File: src/rtl/i2ca_pkg.sv
package i2ca_pkg;

  // Byte-level commands to the bit-timing block
  typedef enum logic [2:0] {
    BC_NONE   = 3'd0,
    BC_START  = 3'd1,
    BC_RSTART = 3'd2,
    BC_WRITE  = 3'd3,
    BC_READ   = 3'd4,
    BC_STOP   = 3'd5
  } bus_cmd_e;

  typedef enum logic [2:0] {
    SQ_IDLE,
    SQ_START,
    SQ_ADDR,
    SQ_XFER,
    SQ_STOP
  } seq_state_e;

  // Status bit positions (software decodes these)
  localparam int XS_DONE   = 0;
  localparam int XS_ABORT  = 1;
  localparam int XS_NOACK  = 2;
  localparam int XS_NODEV  = 3;
  localparam int XS_TMO    = 4;
  localparam int XS_REJECT = 5;
  localparam int XS_NBITS  = 6;

  // Configuration word fields
  localparam int CW_DIR  = 16;
  localparam int CW_STOP = 17;
  localparam int CW_RUN  = 31;

  function automatic logic [7:0] head_byte(input logic [6:0] a7, input logic rd);
    return {a7, rd};
  endfunction

  function automatic logic is_final(input logic [15:0] idx, input logic [15:0] cnt);
    return idx == (cnt - 16'd1);
  endfunction

endpackage

File: src/rtl/i2ca_fifo.sv
module i2ca_fifo #(
  parameter int DEPTH = 8,
  parameter int W     = 8,
  localparam int AW   = (DEPTH > 1) ? $clog2(DEPTH) : 1,
  localparam int LW   = $clog2(DEPTH + 1)
) (
  input  logic          clk,
  input  logic          rst_n,
  input  logic          clr,
  input  logic          push,
  input  logic [W-1:0]  din,
  input  logic          pop,
  output logic [W-1:0]  dout,
  output logic [LW-1:0] level,
  output logic          empty,
  output logic          full
);

  logic [W-1:0]  mem [DEPTH];
  logic [AW-1:0] wr_ptr, rd_ptr;
  logic          do_push, do_pop;

  assign empty   = (level == '0);
  assign full    = (level == LW'(DEPTH));
  assign do_push = push && !full;
  assign do_pop  = pop && !empty;
  assign dout    = mem[rd_ptr];

  function automatic logic [AW-1:0] wrap_inc(input logic [AW-1:0] p);
    return (p == AW'(DEPTH - 1)) ? '0 : p + AW'(1);
  endfunction

  always_ff @(posedge clk) begin
    if (do_push && !clr) mem[wr_ptr] <= din;
  end

  always_ff @(posedge clk or negedge rst_n) begin
    if (!rst_n) begin
      wr_ptr <= '0;
      rd_ptr <= '0;
      level  <= '0;
    end else if (clr) begin
      wr_ptr <= '0;
      rd_ptr <= '0;
      level  <= '0;
    end else begin
      if (do_push) wr_ptr <= wrap_inc(wr_ptr);
      if (do_pop)  rd_ptr <= wrap_inc(rd_ptr);
      case ({do_push, do_pop})
        2'b10:   level <= level + LW'(1);
        2'b01:   level <= level - LW'(1);
        default: level <= level;
      endcase
    end
  end

  a_r12_level_bound: assert property (@(posedge clk) disable iff (!rst_n)
    level <= LW'(DEPTH));

  a_r12_full_push_dropped: assert property (@(posedge clk) disable iff (!rst_n)
    (push && full && !pop && !clr) |=> (level == $past(level)));

endmodule

File: src/rtl/i2ca_tmo.sv
module i2ca_tmo #(
  parameter int PRESCALE = 4,
  parameter int TO_W     = 16,
  localparam int PW      = (PRESCALE > 1) ? $clog2(PRESCALE) : 1
) (
  input  logic            clk,
  input  logic            rst_n,
  input  logic            run,
  input  logic            restart,
  input  logic [TO_W-1:0] limit,
  output logic            expired
);

  logic [PW-1:0]   pre;
  logic [TO_W-1:0] ticks;

  always_ff @(posedge clk or negedge rst_n) begin
    if (!rst_n) begin
      pre   <= '0;
      ticks <= '0;
    end else if (!run || restart) begin
      pre   <= '0;
      ticks <= '0;
    end else if (pre == PW'(PRESCALE - 1)) begin
      pre <= '0;
      if (ticks != '1) ticks <= ticks + TO_W'(1);
    end else begin
      pre <= pre + PW'(1);
    end
  end

  assign expired = run && (limit != '0) && (ticks >= limit);

  a_r9_fresh_after_restart: assert property (@(posedge clk) disable iff (!rst_n)
    (restart && run && $stable(limit)) |=> !expired || (limit == '0));

endmodule

File: src/rtl/i2ca_seq.sv
module i2ca_seq
  import i2ca_pkg::*;
(
  input  logic                clk,
  input  logic                rst_n,
  input  logic                srst,
  input  logic                launch,
  input  logic [15:0]         cnt_in,
  input  logic                rd_in,
  input  logic                stop_in,
  input  logic [6:0]          a7_in,
  input  logic                tx_empty,
  input  logic [7:0]          tx_data,
  input  logic                rx_full,
  input  logic                phy_done,
  input  logic                phy_ack,
  input  logic [7:0]          phy_rdata,
  input  logic                phy_arb_lost,
  input  logic                tmo_expired,
  output logic                tx_pop,
  output logic                rx_push,
  output logic [7:0]          rx_din,
  output logic                phy_cmd_valid,
  output bus_cmd_e            phy_cmd,
  output logic [7:0]          phy_wdata,
  output logic                phy_mack,
  output logic                tmo_run,
  output logic                tmo_restart,
  output logic [XS_NBITS-1:0] st_bits,
  output logic                busy,
  output logic                end_q
);

  seq_state_e  state;
  logic        pend, held, rd, stop;
  logic [15:0] idx, cnt;
  logic [6:0]  a7;

  logic        launch_ok, launch_zero, rsp, lost, tmo_hit, last;
  logic        issue, imack;
  bus_cmd_e    icmd;
  logic [7:0]  iwd;

  assign launch_ok   = launch && (state == SQ_IDLE) && (cnt_in != '0);
  assign launch_zero = launch && (state == SQ_IDLE) && (cnt_in == '0);
  assign rsp         = pend && phy_done;
  assign lost        = rsp && phy_arb_lost;
  assign tmo_hit     = tmo_expired && !rsp && (state != SQ_IDLE);
  assign last        = is_final(idx, cnt);

  always_comb begin
    issue = 1'b0;
    icmd  = BC_NONE;
    iwd   = '0;
    imack = 1'b0;
    if (!pend && !srst && !tmo_hit) begin
      case (state)
        SQ_START: begin
          issue = 1'b1;
          icmd  = held ? BC_RSTART : BC_START;
        end
        SQ_ADDR: begin
          issue = 1'b1;
          icmd  = BC_WRITE;
          iwd   = head_byte(a7, rd);
        end
        SQ_XFER: begin
          if (rd) begin
            if (!rx_full) begin
              issue = 1'b1;
              icmd  = BC_READ;
              imack = !last;
            end
          end else if (!tx_empty) begin
            issue = 1'b1;
            icmd  = BC_WRITE;
            iwd   = tx_data;
          end
        end
        SQ_STOP: begin
          issue = 1'b1;
          icmd  = BC_STOP;
        end
        default: ;
      endcase
    end
  end

  assign tx_pop      = issue && (state == SQ_XFER) && !rd;
  assign rx_push     = rsp && !phy_arb_lost && (state == SQ_XFER) && rd && !srst;
  assign rx_din      = phy_rdata;
  assign tmo_run     = (state != SQ_IDLE);
  assign tmo_restart = rsp || issue;
  assign busy        = (state != SQ_IDLE) || held;

  always_ff @(posedge clk or negedge rst_n) begin
    if (!rst_n) begin
      state <= SQ_IDLE; pend <= 1'b0; held <= 1'b0; rd <= 1'b0; stop <= 1'b0;
      idx <= '0; cnt <= '0; a7 <= '0; st_bits <= '0; end_q <= 1'b0;
      phy_cmd_valid <= 1'b0; phy_cmd <= BC_NONE; phy_wdata <= '0; phy_mack <= 1'b0;
    end else if (srst) begin
      state <= SQ_IDLE; pend <= 1'b0; held <= 1'b0; rd <= 1'b0; stop <= 1'b0;
      idx <= '0; cnt <= '0; a7 <= '0; st_bits <= '0; end_q <= 1'b0;
      phy_cmd_valid <= 1'b0; phy_cmd <= BC_NONE; phy_wdata <= '0; phy_mack <= 1'b0;
    end else begin
      end_q         <= 1'b0;
      phy_cmd_valid <= issue;
      if (issue) begin
        phy_cmd   <= icmd;
        phy_wdata <= iwd;
        phy_mack  <= imack;
        pend      <= 1'b1;
      end
      if (state == SQ_IDLE) begin
        if (launch_zero) begin
          st_bits            <= '0;
          st_bits[XS_REJECT] <= 1'b1;
          end_q              <= 1'b1;
        end else if (launch_ok) begin
          st_bits <= '0;
          cnt     <= cnt_in;
          rd      <= rd_in;
          stop    <= stop_in;
          a7      <= a7_in;
          idx     <= '0;
          state   <= SQ_START;
        end
      end else if (tmo_hit) begin
        st_bits[XS_TMO] <= 1'b1;
        state <= SQ_IDLE; pend <= 1'b0; held <= 1'b0; end_q <= 1'b1;
      end else if (lost) begin
        st_bits[XS_ABORT] <= 1'b1;
        state <= SQ_IDLE; pend <= 1'b0; held <= 1'b0; end_q <= 1'b1;
      end else if (rsp) begin
        pend <= 1'b0;
        case (state)
          SQ_START: state <= SQ_ADDR;
          SQ_ADDR: begin
            if (!phy_ack) begin
              st_bits[XS_NODEV] <= 1'b1;
              state <= SQ_STOP;
            end else begin
              state <= SQ_XFER;
            end
          end
          SQ_XFER: begin
            if (!rd && !phy_ack) begin
              st_bits[XS_NOACK] <= 1'b1;
              state <= SQ_STOP;
            end else if (last) begin
              if (stop) begin
                state <= SQ_STOP;
              end else begin
                st_bits[XS_DONE] <= 1'b1;
                held  <= 1'b1;
                state <= SQ_IDLE;
                end_q <= 1'b1;
              end
            end else begin
              idx <= idx + 16'd1;
            end
          end
          SQ_STOP: begin
            if (!st_bits[XS_NODEV] && !st_bits[XS_NOACK]) st_bits[XS_DONE] <= 1'b1;
            held  <= 1'b0;
            state <= SQ_IDLE;
            end_q <= 1'b1;
          end
          default: state <= SQ_IDLE;
        endcase
      end
    end
  end

  a_r4_zero_quiet: assert property (@(posedge clk) disable iff (!rst_n)
    (launch_zero && !srst) |=> !phy_cmd_valid && (state == SQ_IDLE));

  a_r10_pop_has_data: assert property (@(posedge clk) disable iff (!rst_n)
    tx_pop |-> !tx_empty);

  a_r3_rx_room: assert property (@(posedge clk) disable iff (!rst_n)
    rx_push |-> !rx_full);

  a_r14_cmd_while_busy: assert property (@(posedge clk) disable iff (!rst_n)
    phy_cmd_valid |-> busy);

  a_r8_lost_no_stop: assert property (@(posedge clk) disable iff (!rst_n)
    (lost && !srst) |=> !phy_cmd_valid && !held);

  a_r5_rstart_only_held: assert property (@(posedge clk) disable iff (!rst_n)
    (phy_cmd_valid && (phy_cmd == BC_RSTART)) |-> held);

  a_r13_srst_clears: assert property (@(posedge clk) disable iff (!rst_n)
    srst |=> (st_bits == '0) && !busy);

endmodule

File: src/rtl/i2ca_engine.sv
module i2ca_engine
  import i2ca_pkg::*;
#(
  parameter int FIFO_DEPTH = 8,
  parameter int PRESCALE   = 4,
  parameter int TO_W       = 16
) (
  input  logic            clk,
  input  logic            rst_n,
  input  logic            soft_rst,
  input  logic            cfg_wr,
  input  logic [31:0]     cfg_word,
  input  logic [9:0]      tgt_addr,
  input  logic [TO_W-1:0] timeout_limit,
  input  logic            tx_push,
  input  logic [7:0]      tx_wdata,
  input  logic            rx_pop,
  output logic [7:0]      rx_rdata,
  output logic [31:0]     xfer_status,
  output logic            int_flag,
  input  logic            int_clr,
  output logic [31:0]     fifo_status,
  output logic            phy_cmd_valid,
  output logic [2:0]      phy_cmd,
  output logic [7:0]      phy_wdata,
  output logic            phy_mack,
  input  logic            phy_done,
  input  logic            phy_ack,
  input  logic [7:0]      phy_rdata,
  input  logic            phy_arb_lost
);

  localparam int LW = $clog2(FIFO_DEPTH + 1);

  logic [LW-1:0] tx_level, rx_level;
  logic          tx_empty, tx_full, rx_empty, rx_full;
  logic [7:0]    tx_head, rx_din;
  logic          tx_pop, rx_push;
  logic          tmo_run, tmo_restart, tmo_expired;
  logic [XS_NBITS-1:0] st_bits;
  logic          busy, end_q, launch;
  bus_cmd_e      seq_cmd;

  logic unused_cfg_bits;
  logic unused_addr_bits;
  assign unused_cfg_bits  = ^cfg_word[30:18];
  assign unused_addr_bits = ^tgt_addr[9:7];

  assign launch = cfg_wr && cfg_word[CW_RUN];

  i2ca_fifo #(.DEPTH(FIFO_DEPTH), .W(8)) u_txq (
    .clk(clk), .rst_n(rst_n), .clr(soft_rst),
    .push(tx_push), .din(tx_wdata), .pop(tx_pop), .dout(tx_head),
    .level(tx_level), .empty(tx_empty), .full(tx_full));

  i2ca_fifo #(.DEPTH(FIFO_DEPTH), .W(8)) u_rxq (
    .clk(clk), .rst_n(rst_n), .clr(soft_rst),
    .push(rx_push), .din(rx_din), .pop(rx_pop), .dout(rx_rdata),
    .level(rx_level), .empty(rx_empty), .full(rx_full));

  i2ca_tmo #(.PRESCALE(PRESCALE), .TO_W(TO_W)) u_tmo (
    .clk(clk), .rst_n(rst_n), .run(tmo_run && !soft_rst), .restart(tmo_restart),
    .limit(timeout_limit), .expired(tmo_expired));

  i2ca_seq u_seq (
    .clk(clk), .rst_n(rst_n), .srst(soft_rst), .launch(launch),
    .cnt_in(cfg_word[15:0]), .rd_in(cfg_word[CW_DIR]), .stop_in(cfg_word[CW_STOP]),
    .a7_in(tgt_addr[6:0]),
    .tx_empty(tx_empty), .tx_data(tx_head), .rx_full(rx_full),
    .phy_done(phy_done), .phy_ack(phy_ack), .phy_rdata(phy_rdata),
    .phy_arb_lost(phy_arb_lost), .tmo_expired(tmo_expired),
    .tx_pop(tx_pop), .rx_push(rx_push), .rx_din(rx_din),
    .phy_cmd_valid(phy_cmd_valid), .phy_cmd(seq_cmd), .phy_wdata(phy_wdata),
    .phy_mack(phy_mack), .tmo_run(tmo_run), .tmo_restart(tmo_restart),
    .st_bits(st_bits), .busy(busy), .end_q(end_q));

  assign phy_cmd = seq_cmd;

  assign xfer_status = {14'd0, busy, 11'd0, st_bits};
  assign fifo_status = {7'd0, rx_empty, rx_full, 7'(rx_level),
                        7'd0, tx_empty, tx_full, 7'(tx_level)};

  always_ff @(posedge clk or negedge rst_n) begin
    if (!rst_n)        int_flag <= 1'b0;
    else if (soft_rst) int_flag <= 1'b0;
    else if (end_q)    int_flag <= 1'b1;
    else if (int_clr)  int_flag <= 1'b0;
  end

  a_r11_int_on_end: assert property (@(posedge clk) disable iff (!rst_n)
    (end_q && !soft_rst) |=> int_flag);

  a_r11_w1c: assert property (@(posedge clk) disable iff (!rst_n)
    (int_clr && !end_q && !soft_rst) |=> !int_flag);

endmodule

File: config.mk
export PLATFORM = sky130hd
export DESIGN_NAME = i2ca_engine
export DESIGN_NICKNAME = d
export VERILOG_FILES = /design/src/rtl/i2ca_pkg.sv /design/src/rtl/i2ca_fifo.sv /design/src/rtl/i2ca_tmo.sv /design/src/rtl/i2ca_seq.sv /design/src/rtl/i2ca_engine.sv
export SDC_FILE = /design/constraint.sdc
export NUM_CORES = 1
export LEC_CHECK = 0
export BUFFER_PORTS_ARGS = -buffer_cell sky130_fd_sc_hd__clkbuf_2
export CORE_MARGIN = 4
export CORE_UTILIZATION = 58
export CTS_CLUSTER_DIAMETER = 60
export DETAILED_ROUTE_END_ITERATION = 8
export GPL_TIMING_DRIVEN = 0
export MAX_ROUTING_LAYER = met4
export PLACE_DENSITY_LB_ADDON = 0.2
export SYNTH_ARGS = -nofsm -noshare
export SYNTH_HDL_FRONTEND = slang
export SYNTH_SLANG_ARGS = --single-unit
File: constraint.sdc
create_clock -name clk -period 4.7 [get_ports clk]
set_input_delay 1.41 -clock clk [delete_from_list [all_inputs] [get_ports clk]]
set_output_delay 1.41 -clock clk [all_outputs]
set_load 0.01 [all_outputs]
==> flow_metrics.env <==
export IMPL_relSlewSlack=0.3793
export IMPL_seqPwrFrac=0.421
export IMPL_top_layer="met4"
export IMPL_synth_edf_count=128
export IMPL_whs_ns=0.4364
export IMPL_path_clk_slew_ns=0.06
export IMPL_fmax_mhz=227.6
export IMPL_period_needed_ns=4.393
export IMPL_clk_path_buf_depth=3
export IMPL_cts_tree="done"
export IMPL_powerDensity_nw_per_um2=407.4
export IMPL_dp_slack_ns=-0.3534
export IMPL_dr_pass1_iters=5
export IMPL_p_leak_nw=5.720
export IMPL_tightest_slew_ns=0.9239
export IMPL_ys_ff_latch=233
export IMPL_wl_met2_um=11770
export IMPL_overflow=0
export IMPL_yosys_area_top_type_share=0.3317
export IMPL_dp_hpwl_um=17850
export IMPL_hp_class="reg -> reg"
export IMPL_synth_area_top_cells="edfxtp_1 33%, dfrtp_1 23%, mux4_2 6.2%"
export IMPL_area_growth_pct=17.10
export IMPL_core_area_sq_um=19530
export IMPL_switching_share=0.2777
export IMPL_insertion_delay_ns=0.53
export IMPL_drv_slew=0
export IMPL_synthArstFlopShare=0.4506
export IMPL_cts_sinks=233
export IMPL_antenna_found_initial=2
export IMPL_htreeDepth=1
export IMPL_synth_warnings=0
export IMPL_synthMostInstantiatedCell="edfxtp_1"
export IMPL_multi_input_area_sq_um=4649
export IMPL_cp_end_kind="flop"
export IMPL_nNetsFinal=1261
export IMPL_critPathKind="in -> reg"
export IMPL_stdcell_count=1428
export IMPL_synthTopCellsByCount="128 x edfxtp_1, 105 x dfrtp_1, 89 x nor2_1"
export IMPL_cp_arrival_ns=4.80
export IMPL_die_h_um=149.4
export IMPL_cts_buffers=24
export IMPL_wl_um=25710
export IMPL_gp_congestion=0.9475
export IMPL_p_switching_mw=1.535
export IMPL_n_fill_cell=1434
export IMPL_vias=8045
export IMPL_route_detailed_drc=0
export IMPL_syn_inst=961
export IMPL_vias_per_cell=5.634
export IMPL_timing_final_crit_share=0.9347
export IMPL_run_status="finished, final reports clean"
export IMPL_ys_seq_area_frac=0.5584
export IMPL_fp_row_count=51
export IMPL_rsz0062_at_grt="false"
export IMPL_internal_power_mw=3.993
export IMPL_crit_fanout=10
export IMPL_wl_per_cell_um=18.00
export IMPL_netlist_area_sq_um=11590
export IMPL_post_place_cells=1380
export IMPL_cts_root_buf="clkbuf_16"
export IMPL_crit_path_start="timeout_limit[9]"
export IMPL_fp_dieArea_sq_um=22310
export IMPL_synth_avg_cell_area_sq_um=12.06
export IMPL_worstSetupStartpointType="primary input"
export IMPL_grt_max_degree=106
export IMPL_hold_start="u_tmo.pre[0]"
export IMPL_maxCapViolations=0
export IMPL_r2r_start="u_seq.state[1]"
export IMPL_fin_ws_ns=0.3071
export IMPL_grt_pass1_vias=7771
export IMPL_setup_tns_ns=0
export IMPL_start_util=0.5935
export IMPL_hold_viol=0
export IMPL_synthFlopType="edfxtp_1"
export IMPL_layout_drive_gt1_share=0.2317
export IMPL_power_frac_clock=0.373
export IMPL_synth_cell_types=68
export IMPL_grt_pass1_wl_um=41050
export IMPL_yosysTopAreaCell="edfxtp_1"
export IMPL_die_w_um=149.4
export IMPL_seq_area_sq_um=6471
export IMPL_critPathRequiredTime_ns=5.11
export IMPL_track_usage=0.2401
export IMPL_wl_met1_um=11270
export IMPL_wl_met3_um=2026
export IMPL_finClkSkew_ns=0.01911
export IMPL_drt_initial_drc_count=527
export IMPL_irDropWorstVdd_v=0.0003529
export IMPL_finalPower_mw=5.528
export IMPL_ant_nets=0
export IMPL_setup_violations=0
export IMPL_io_buffers=108
export IMPL_combPwrFrac=0.206
export IMPL_pin_count=170
-- registers in the layout, summed over array words and instances, names as in the netlist, 4 cells and up --
signal           flops
u_seq.idx           16
u_seq.phy_wdata      8
u_rxq.mem           64
u_seq.st_bits        6
u_txq.level          4
u_tmo.ticks         16
u_rxq.level          4
u_seq.a7             7
u_txq.mem           64
u_seq.cnt           16
-- cells by family (layout without fill, tap and decap cells) --
kind of cell	count (synthesis)	after routing	share of synthesized area
AOI/OAI and AO/OA	148	148	0.08476
xor gates and xnor gates	47	47	0.03552
adders and majority gates	34	34	0.03800
buffers and inverters	124	280	0.05787
DFF	233	233	0.5584
muxes	68	68	0.09436
other	1	47	0.0003236
and+or+nand+nor	306	306	0.1307
-- critical path, cell delays in order --
cell and delay, ns:
clkbuf_2 0.09, inv_1 0.05, ha_1 0.31, a21oi_1 0.15, o21ai_0 0.09, a21o_1 0.16, a221oi_1 0.30, o41a_1 0.28
nor2_2 0.14, or3_4 0.43, inv_2 0.11, ha_1 0.24, a21o_1 0.16, a21oi_1 0.19, a211oi_1 0.07, a31oi_1 0.25
mux2_2 0.36
-- what timing repair did --
| item | in CTS | in global routing |
|---|---|---|
| endpoints found under the setup margin | 7 | 1 |
| hold buffers | 0 | 0 |
| buffers inserted | 0 | 2 |
| resized for setup | 1 | 3 |
-- placed cells by master, fill, tap and decap left out, drive strengths merged, types with 6 or more instances in the layout --
| cell | count |
|---|---|
| xor2 | 28 |
| nand2 | 70 |
| a211oi | 6 |
| a21oi | 49 |
| mux4 | 32 |
| nor3 | 30 |
| mux2 | 10 |
| edfxtp | 128 |
| buf | 64 |
| nand4 | 8 |
| nor4 | 17 |
| nor2 | 89 |
| clkinv | 10 |
| ha | 32 |
| o2bb2ai | 8 |
| a21o | 8 |
| nor3b | 10 |
| xnor2 | 19 |
| clkbuf | 159 |
| mux2i | 26 |
| and3 | 9 |
| conb | 45 |
| nand3 | 39 |
| dfrtp | 105 |
| bufinv | 6 |
| o21ai | 29 |
| or3 | 9 |
| inv | 37 |
| a22o | 12 |
| nand2b | 8 |
-- metal layers --
metal | GRT usage | vias to the layer above
met5 | - | -
met3 | 0.03434 | 49
met2 | 0.3647 | 308
met4 | 0.07002 | 0
li1 | - | 3814
met1 | 0.3433 | 3874
-- metrics by stage --
step / util / cell area, sq um
finish: 0.6950 / 13570
global route: 0.6950 / 13570
CTS: 0.6931 / 13530
detailed placement: 0.6487 / 12670
global placement: 0.6466 / 12630
floorplan: - / 11750
-- path summary, 6_finish.rpt --
kind                                   to  slack, ns  depth (start not counted)
max in group asynchronous  u_tmo.ticks[0]       3.12                          1
min                          u_tmo.pre[0]       0.44                          1
max                        u_txq.level[3]       0.31                         17
max reg2reg                u_txq.level[3]       0.86                         12
min in group asynchronous    u_seq.cnt[3]       0.96                          1
min reg2reg                  u_tmo.pre[0]       0.44                          1
-- area by class of cell --
cell class                      instances  share of cell area
Inverter                               38             0.01051
Sequential cell                       233              0.4769
Tap cell                              265             0.02443
Multi-Input combinational cell        648              0.3426
Antenna cell                            2           0.0003688
Clock inverter                         19             0.01918
Buffer                                 86             0.03900
Clock buffer                           25             0.04453
Timing Repair Buffer                  112             0.04250
-- power by group through the flow --
stage	logic (mW)	clock network, mW	registers, mW
after floorplan	0.798	0	2.36
after global placement	1.11	0	2.37
after detailed placement	1.13	0	2.37
after CTS	1.14	2.11	2.33
after global routing	1.26	2.19	2.34
final	1.14	2.06	2.33
Power figures use the tool's default switching activity.
